[src/rtl/i2ct_pkg.sv]
// Shared types for the three-address I2C target.
// Assumes: one active view per frame, chosen by the address byte.
package i2ct_pkg;
    typedef enum logic [1:0] {VIEW_NONE, VIEW_MAIN, VIEW_BANK_A, VIEW_BANK_B} view_e;
    typedef enum logic [2:0] {ST_IDLE, ST_ADDR, ST_ACK, ST_RX, ST_TX, ST_MACK} bus_st_e;
endpackage

[src/rtl/i2ct_line_sync.sv]
// Brings SCL/SDA into the clk domain through a flip-flop chain and flags
// SCL edges plus START/STOP conditions.
// Assumes: clk is more than 8x the SCL rate; lines idle high.
module i2ct_line_sync #(
    parameter int STAGES = 2
) (
    input  logic clk,
    input  logic rst_n,
    input  logic scl_in,
    input  logic sda_in,
    output logic scl_s,
    output logic sda_s,
    output logic scl_rise,
    output logic scl_fall,
    output logic start_det,
    output logic stop_det
);
    logic [STAGES-1:0] scl_ff, sda_ff;
    logic              scl_q, sda_q;

    // synchronizer chains plus one stage of history for edge detection
    always_ff @(posedge clk) begin
        if (!rst_n) begin
            scl_ff <= '1;
            sda_ff <= '1;
            scl_q  <= 1'b1;
            sda_q  <= 1'b1;
        end else begin
            scl_ff <= {scl_ff[STAGES-2:0], scl_in};
            sda_ff <= {sda_ff[STAGES-2:0], sda_in};
            scl_q  <= scl_ff[STAGES-1];
            sda_q  <= sda_ff[STAGES-1];
        end
    end

    // edge and bus-condition decode
    always_comb begin
        scl_s     = scl_ff[STAGES-1];
        sda_s     = sda_ff[STAGES-1];
        scl_rise  = scl_s && !scl_q;
        scl_fall  = !scl_s && scl_q;
        start_det = scl_s && scl_q && sda_q && !sda_s;
        stop_det  = scl_s && scl_q && !sda_q && sda_s;
    end
endmodule

[src/rtl/i2ct_regs.sv]
// Register storage with three views: main (general space, bank windows
// masked, address reg read-only, config reg) and two 4-byte sensor banks.
// Assumes: one write and one read per cycle; index 8 bits wide.
module i2ct_regs
    import i2ct_pkg::*;
#(
    parameter int         GEN_DEPTH = 128,
    parameter int         SB_DEPTH  = 4,
    parameter logic [7:0] BASE_A    = 8'h50,
    parameter logic [7:0] BASE_B    = 8'h54,
    parameter logic [7:0] IDX_ADDR  = 8'h48,
    parameter logic [7:0] IDX_CFG   = 8'h4A,
    parameter logic [7:0] CFG_RST   = 8'h21
) (
    input  logic       clk,
    input  logic       rst_n,
    input  logic [6:0] main_addr,
    input  logic       wr_en,
    input  view_e      wr_view,
    input  logic [7:0] wr_idx,
    input  logic [7:0] wr_data,
    input  view_e      rd_view,
    input  logic [7:0] rd_idx,
    output logic [7:0] rd_data,
    output logic [7:0] cfg
);
    localparam int GAW   = $clog2(GEN_DEPTH);
    localparam int SB_AW = $clog2(SB_DEPTH);

    logic [7:0] gen_mem [GEN_DEPTH];
    logic [7:0] bank_a  [SB_DEPTH];
    logic [7:0] bank_b  [SB_DEPTH];
    logic       gen_we, cfg_we, a_we, b_we;
    logic       rd_in_win;

    function automatic logic in_win(input logic [7:0] i, input logic [7:0] b);
        return i[7:SB_AW] == b[7:SB_AW];
    endfunction

    // write-port decode per view
    always_comb begin
        gen_we = wr_en && wr_view == VIEW_MAIN && !in_win(wr_idx, BASE_A)
                 && !in_win(wr_idx, BASE_B) && wr_idx != IDX_ADDR
                 && wr_idx != IDX_CFG && ({1'b0, wr_idx} < 9'(GEN_DEPTH));
        cfg_we = wr_en && wr_view == VIEW_MAIN && wr_idx == IDX_CFG;
        a_we   = wr_en && wr_view == VIEW_BANK_A;
        b_we   = wr_en && wr_view == VIEW_BANK_B;
    end

    // configuration byte holding the auxiliary address fields
    always_ff @(posedge clk) begin
        if (!rst_n)      cfg <= CFG_RST;
        else if (cfg_we) cfg <= wr_data;
    end

    for (genvar g = 0; g < GEN_DEPTH; g++) begin : g_gen
        // one general-space byte
        always_ff @(posedge clk) begin
            if (!rst_n)                             gen_mem[g] <= '0;
            else if (gen_we && wr_idx == 8'(g))     gen_mem[g] <= wr_data;
        end
    end

    for (genvar s = 0; s < SB_DEPTH; s++) begin : g_bank
        // one byte of each sensor bank
        always_ff @(posedge clk) begin
            if (!rst_n) begin
                bank_a[s] <= '0;
                bank_b[s] <= '0;
            end else begin
                if (a_we && wr_idx[SB_AW-1:0] == SB_AW'(s)) bank_a[s] <= wr_data;
                if (b_we && wr_idx[SB_AW-1:0] == SB_AW'(s)) bank_b[s] <= wr_data;
            end
        end
    end

    // read mux per view
    always_comb begin
        rd_in_win = in_win(rd_idx, BASE_A) || in_win(rd_idx, BASE_B);
        rd_data   = '0;
        unique case (rd_view)
            VIEW_MAIN: begin
                if (rd_in_win)                                rd_data = '0;
                else if (rd_idx == IDX_ADDR)                  rd_data = {1'b0, main_addr};
                else if (rd_idx == IDX_CFG)                   rd_data = cfg;
                else if ({1'b0, rd_idx} < 9'(GEN_DEPTH))      rd_data = gen_mem[rd_idx[GAW-1:0]];
            end
            VIEW_BANK_A: rd_data = bank_a[rd_idx[SB_AW-1:0]];
            VIEW_BANK_B: rd_data = bank_b[rd_idx[SB_AW-1:0]];
            default:     rd_data = '0;
        endcase
    end


    win_read_zero_chk: assert property (@(posedge clk) disable iff (!rst_n)
        (rd_view == VIEW_MAIN && rd_in_win) |-> rd_data == 8'h00);

    addr_reg_view_chk: assert property (@(posedge clk) disable iff (!rst_n)
        (rd_view == VIEW_MAIN && rd_idx == IDX_ADDR) |-> rd_data == {1'b0, main_addr});

    win_write_keeps_bank_chk: assert property (@(posedge clk) disable iff (!rst_n)
        (wr_en && wr_view == VIEW_MAIN) |=> $stable(bank_a[0]) && $stable(bank_b[0]));
endmodule

[src/rtl/i2c_tri_target.sv]
// I2C target answering on a strap-set main address and two
// register-set auxiliary addresses, each with its own index pointer.
// Assumes: clk > 8x SCL, no clock stretching, master follows the bus rules.
module i2c_tri_target
    import i2ct_pkg::*;
#(
    parameter int         SYNC_STAGES = 2,
    parameter logic [4:0] MAIN_HI     = 5'b01011,
    parameter logic [3:0] AUX_HI      = 4'b1001,
    parameter int         GEN_DEPTH   = 128,
    parameter int         SB_DEPTH    = 4
) (
    input  logic clk,
    input  logic rst_n,
    input  logic strap_hi,
    input  logic strap_lo,
    input  logic scl_in,
    input  logic sda_in,
    output logic sda_oe
);
    logic       scl_s, sda_s, scl_rise, scl_fall, start_det, stop_det;
    logic [6:0] main_addr;
    logic [7:0] cfg, rd_data, shreg, tx;
    logic [6:0] aux_a, aux_b;
    logic [3:0] bit_cnt;
    logic [7:0] ptr [4];
    bus_st_e    state;
    view_e      view, hit;
    logic       rw, idx_done, nack, wr_en;

    i2ct_line_sync #(.STAGES(SYNC_STAGES)) i_sync (
        .clk(clk), .rst_n(rst_n), .scl_in(scl_in), .sda_in(sda_in),
        .scl_s(scl_s), .sda_s(sda_s), .scl_rise(scl_rise), .scl_fall(scl_fall),
        .start_det(start_det), .stop_det(stop_det)
    );

    i2ct_regs #(.GEN_DEPTH(GEN_DEPTH), .SB_DEPTH(SB_DEPTH)) i_regs (
        .clk(clk), .rst_n(rst_n), .main_addr(main_addr),
        .wr_en(wr_en), .wr_view(view), .wr_idx(ptr[view]), .wr_data(shreg),
        .rd_view(view), .rd_idx(ptr[view]), .rd_data(rd_data), .cfg(cfg)
    );

    // strap capture: held open while reset is low, frozen afterwards
    always_ff @(posedge clk) begin
        if (!rst_n) main_addr <= {MAIN_HI, strap_hi, strap_lo};
    end

    // address decode of the received address byte (second address wins ties)
    always_comb begin
        aux_a = {AUX_HI, cfg[2:0]};
        aux_b = {AUX_HI, cfg[6:4]};
        if (shreg[7:1] == main_addr)  hit = VIEW_MAIN;
        else if (shreg[7:1] == aux_a) hit = VIEW_BANK_A;
        else if (shreg[7:1] == aux_b) hit = VIEW_BANK_B;
        else                          hit = VIEW_NONE;
    end

    // data-byte write strobe, at the falling edge that ends the 8th bit
    always_comb wr_en = state == ST_RX && scl_fall && bit_cnt == 4'd8 && idx_done && !start_det && !stop_det;

    // bus protocol engine
    always_ff @(posedge clk) begin
        if (!rst_n) begin
            state <= ST_IDLE; bit_cnt <= '0; shreg <= '0; tx <= '0;
            view <= VIEW_NONE; rw <= 1'b0; idx_done <= 1'b0; nack <= 1'b1;
            sda_oe <= 1'b0;
            for (int i = 0; i < 4; i++) ptr[i] <= '0;
        end else if (start_det) begin
            state <= ST_ADDR; bit_cnt <= '0; idx_done <= 1'b0; sda_oe <= 1'b0;
        end else if (stop_det) begin
            state <= ST_IDLE; sda_oe <= 1'b0;
        end else begin
            unique case (state)
                ST_ADDR: begin
                    if (scl_rise) begin
                        shreg <= {shreg[6:0], sda_s}; bit_cnt <= bit_cnt + 4'd1;
                    end else if (scl_fall && bit_cnt == 4'd8) begin
                        if (hit != VIEW_NONE) begin
                            view <= hit; rw <= shreg[0]; sda_oe <= 1'b1; state <= ST_ACK;
                        end else state <= ST_IDLE;
                    end
                end
                ST_ACK: if (scl_fall) begin
                    bit_cnt <= '0;
                    if (rw) begin
                        tx <= rd_data; sda_oe <= ~rd_data[7]; state <= ST_TX;
                    end else begin
                        sda_oe <= 1'b0; state <= ST_RX;
                    end
                end
                ST_RX: begin
                    if (scl_rise) begin
                        shreg <= {shreg[6:0], sda_s}; bit_cnt <= bit_cnt + 4'd1;
                    end else if (scl_fall && bit_cnt == 4'd8) begin
                        sda_oe <= 1'b1; state <= ST_ACK;
                        if (!idx_done) begin
                            ptr[view] <= shreg; idx_done <= 1'b1;
                        end else ptr[view] <= ptr[view] + 8'd1;
                    end
                end
                ST_TX: if (scl_fall) begin
                    if (bit_cnt == 4'd7) begin
                        sda_oe <= 1'b0; bit_cnt <= '0; state <= ST_MACK;
                        ptr[view] <= ptr[view] + 8'd1;
                    end else begin
                        tx <= {tx[6:0], 1'b0}; sda_oe <= ~tx[6]; bit_cnt <= bit_cnt + 4'd1;
                    end
                end
                ST_MACK: begin
                    if (scl_rise) nack <= sda_s;
                    else if (scl_fall) begin
                        if (!nack) begin
                            tx <= rd_data; sda_oe <= ~rd_data[7]; state <= ST_TX;
                        end else state <= ST_IDLE;
                    end
                end
                default: state <= ST_IDLE;
            endcase
        end
    end


    main_addr_frozen_chk: assert property (@(posedge clk) disable iff (!rst_n)
        $past(rst_n) |-> $stable(main_addr));

    idle_released_chk: assert property (@(posedge clk) disable iff (!rst_n)
        state == ST_IDLE |-> !sda_oe);

    sda_moves_scl_low_chk: assert property (@(posedge clk) disable iff (!rst_n)
        (sda_oe != $past(sda_oe)) |-> !scl_s);

    nack_ends_read_chk: assert property (@(posedge clk) disable iff (!rst_n)
        (state == ST_MACK && scl_fall && nack && !start_det && !stop_det) |=> state == ST_IDLE && !sda_oe);
endmodule

[config.mk]
export PLATFORM = sky130hd
export DESIGN_NAME = i2c_tri_target
export DESIGN_NICKNAME = d
export VERILOG_FILES = /design/src/rtl/i2ct_pkg.sv /design/src/rtl/i2ct_line_sync.sv /design/src/rtl/i2ct_regs.sv /design/src/rtl/i2c_tri_target.sv
export SDC_FILE = /design/constraint.sdc
export NUM_CORES = 2
export LEC_CHECK = 0
export BUFFER_PORTS_ARGS = -buffer_cell sky130_fd_sc_hd__buf_4
export CORE_ASPECT_RATIO = 2
export CORE_UTILIZATION = 59
export CTS_CLUSTER_SIZE = 28
export DETAILED_ROUTE_END_ITERATION = 8
export PLACE_DENSITY_LB_ADDON = 0.05
export SYNTH_ARGS = -nofsm -noshare
export SYNTH_HDL_FRONTEND = slang
export SYNTH_SLANG_ARGS = --single-unit
[constraint.sdc]
create_clock -name clk -period 6.4 [get_ports clk]
set_input_delay 1.28 -clock clk [delete_from_list [all_inputs] [get_ports clk]]
set_output_delay 1.28 -clock clk [all_outputs]
set_load 0.01 [all_outputs]
==> metrics.yaml <==
power:
  p_per_area_mw_per_mm2: 288.3
  ir_worst_vdd_v: 0.0002834
  leakagePower_nw: 18.63
synthesis:
  synth_flop_cell: "edfxtp_1"
  synth_area_mm2: 0.05204
  async_flop_share_pct: 0
  syn_area_per_cell_um2: 13.04
  ys_seq_area_share_pct: 65.51
  syn_inst: 3991
  ys_ff_latch: 1150
  yosysWarnings: 0
  synth.distinct_cells: 86
  synth_edf_count: 1106
sta:
  fin_skew_ns: 0.05441
  period_minus_slack_ns: 5.884
  hold_viol: 0
  slew_violations: 13
  grt_setup_unrepaired: "no"
  fmax_ghz: 0.1700
  worst_pin_slew_ns: 1.622
  setup_tns_ns: 0
  timing.final.crit_share_pct: 91.93
  hold_slack_ns: 0.4117
  setup-violations-final: 0
  maxSlewHeadroom_pct: -11.24
routing:
  final_antenna_net_count: 0
  vias_per_cell: 7.191
  routed_wl_um: 226800
  drtIter0Drc: 7484
  dr.pass1.iters: 9
  avgRoutedWirePerCell_um: 42.53
  vias: 38360
  drc: 18
grt:
  antenna_found_initial: 19
  gr-usage-all-layers_pct: 52.70
  grt_overflow_total: 0
  grt_pass1_wl_um: 311500
  first_global_vias: 37490
  grt_max_degree: 129
cells_and_area:
  mostFrequentLayoutCells: "edfxtp_1 (1106), nor2_1 (975), nand2_1 (382)"
  drive_above_1_share_pct: 14.73
  fill_cells: 6306
  final_common_cell: "edfxtp_1"
  nNetsFinal: 4095
  area_growth_syn_to_layout_pct: 10.60
die:
  pin_count: 7
  fp-row-count: 153
  die_y_um: 422.0
  dieArea_mm2: 0.08947
  initial_core_util_pct: 59.75
  chipWidth_um: 212.0
  coreArea_mm2: 0.08710
cts:
  clk_path_buf_depth: 3
  cts-root-buf: "clkbuf_16"
  clk_latency_ns: 0.78
  numCtsBuffers: 96
  cts_tree: "done"
  clk_pin_slew_ns: 0.07
  cts_sinks: 1150
  h-tree-depth: 3
  cts_resized: 0
  post_cts_buffers: 0
  cts_hold_buf: 0
placement:
  hpwl_um: 159000
  portBuffers: 6
  place_congestion: 1.133
worst_hold_path:
  min_path_cells: 1
  hp-class: "register to register"
  worstHoldEndpoint: "i_sync.scl_ff[1]$_SDFF_PN1_"
  hp-start: "i_sync.scl_ff[0]$_SDFF_PN1_"
critical_path:
  endpoint_kind: "register"
  r2r_cells: 12
  worst-path-max-fanout: 100
  required_ns: 7.10
  r2r_setup_slack_ns: 0.52
  crit_arrival_ns: 6.58
  cp-start-kind: "register"
  path_class: "register to register"
  worstReg2RegEnd: "tx[2]$_SDFFE_PN0P_"
outcome:
  failed_checks: "DRC, capacitance limit, slew limit"
  status: "finished with violations"
flow_run:
  cap_violations: 3
-- synth_stat cells, types with 5 or more instances --
cell,n,area share (%)
inv_1,25,0.18
or2_2,5,0.060
a31oi_1,9,0.11
nor4_1,12,0.14
buf_1,8,0.058
nand3_1,44,0.42
buf_4,16,0.23
xor2_1,7,0.12
buf_6,20,0.43
nand4_1,11,0.13
o21ai_0,156,1.5
nor3_1,16,0.15
ha_1,7,0.17
buf_2,39,0.38
clkbuf_1,205,1.5
or4_1,5,0.072
o22a_1,10,0.17
a22oi_1,9,0.13
and3_1,18,0.22
a211oi_1,20,0.29
nor2b_1,26,0.31
xnor2_1,10,0.17
mux4_2,179,7.7
o22ai_1,35,0.42
mux2_2,20,0.43
dfxtp_1,44,1.7
and2_1,139,1.7
o211ai_1,22,0.32
o221ai_1,9,0.15
a21oi_1,55,0.53
a221oi_1,12,0.20
edfxtp_1,1106,64
a311oi_1,6,0.10
nor2_1,975,7.0
or3_1,5,0.060
mux2i_1,217,4.2
nand2_1,382,2.8
nand2b_1,20,0.24
-- area by class of cell --
type                       instances  area, um2  share of cell area [%]
multi-input combinational       2581      16710                   29.04
inverter                          28      131.4                  0.2283
antenna                           11      27.53                 0.04783
clock inverter                    67      847.1                   1.472
tap                             1162       1454                   2.526
clock buffer                     110       2485                   4.317
timing repair buffer             225       1800                   3.128
sequential                      1150      34100                   59.24
-- state kept, by name, indices dropped and copies added, names as in the netlist, named ones only --
name,flops
state,3
i_regs.cfg,8
i_regs.bank_b,32
ptr,32
idx_done,1
nack,1
i_sync.scl_ff,2
view,2
i_regs.gen_mem,1008
sda_oe,1
main_addr,2
i_sync.sda_ff,2
tx,7
i_sync.scl_q,1
shreg,8
bit_cnt,4
i_regs.bank_a,32
i_sync.sda_q,1
rw,1
-- stage by stage --
stage          instance area, um2  power, W  cells  util (%)  setup slack, ns
2_1_floorplan               52280  0.009516   4054         -            2.251
3_3_place_gp                54130   0.01021   5142     62.15           0.7952
3_5_place_dp                54130   0.01025   5142     62.15           0.7213
4_1_cts                     57460   0.01639   5319     65.97           0.7287
5_1_grt                     57540   0.01681   5327     66.06           0.6893
6_report                    57550   0.01659   5334     66.08           0.5163
-- critical path, cell delays in order, from the launching register on --
cell and delay (ns):
dfxtp_1 0.86, mux2i_1 0.28, mux2_4 0.50, clkinv_16 0.43, buf_12 0.41, mux2i_1 0.42
a22oi_1 0.35, a21oi_1 0.12, o41a_1 0.49, o32ai_1 1.23, a211oi_1 0.20, buf_4 0.20
nor2_1 0.09
-- report_power, final --
| part | switching, W | internal (W) |
|---|---|---|
| clock network | 0.00289 | 0.00347 |
| registers | 0.000177 | 0.00860 |
| logic | 0.00103 | 0.000430 |
| total | 0.00410 | 0.0125 |
-- worst max path at each step --
stage,slack [ns],depth (start not counted),to,from
2_1_floorplan,2.25,16,i_regs.gen_mem[64][0]$_SDFFCE_PN0P_,register
3_3_place_gp,0.80,10,tx[2]$_SDFFE_PN0P_,register
3_5_place_dp,0.72,10,tx[2]$_SDFFE_PN0P_,register
4_1_cts,0.73,10,tx[2]$_SDFFE_PN0P_,register
5_1_grt,0.69,7,i_regs.gen_mem[97][1]$_SDFFCE_PN0P_,register
6_report,0.52,12,tx[2]$_SDFFE_PN0P_,register
-- layer usage --
metal,vias up,GRT usage [%],share of wire (%)
li1,14640,-,-
met1,18610,49.75,26
met2,3645,80.15,46
met3,1456,22.44,12
met4,12,59.00,15
met5,-,1.724,0.065
-- cells by family (layout without fill, tap and decap cells) --
logic type	count (synthesis)	in the layout	synth area share, %
buffers and inverters	323	430	3.032
muxes	421	421	12.58
AOI/OAI and AO/OA	398	398	4.871
other	1	75	0.007206
DFF	1150	1150	65.51
and+or+nand+nor	1674	1674	13.54
xor gates and xnor gates	17	17	0.2861
adders and majority gates	7	7	0.1683
(Power assumes the default switching activity.)
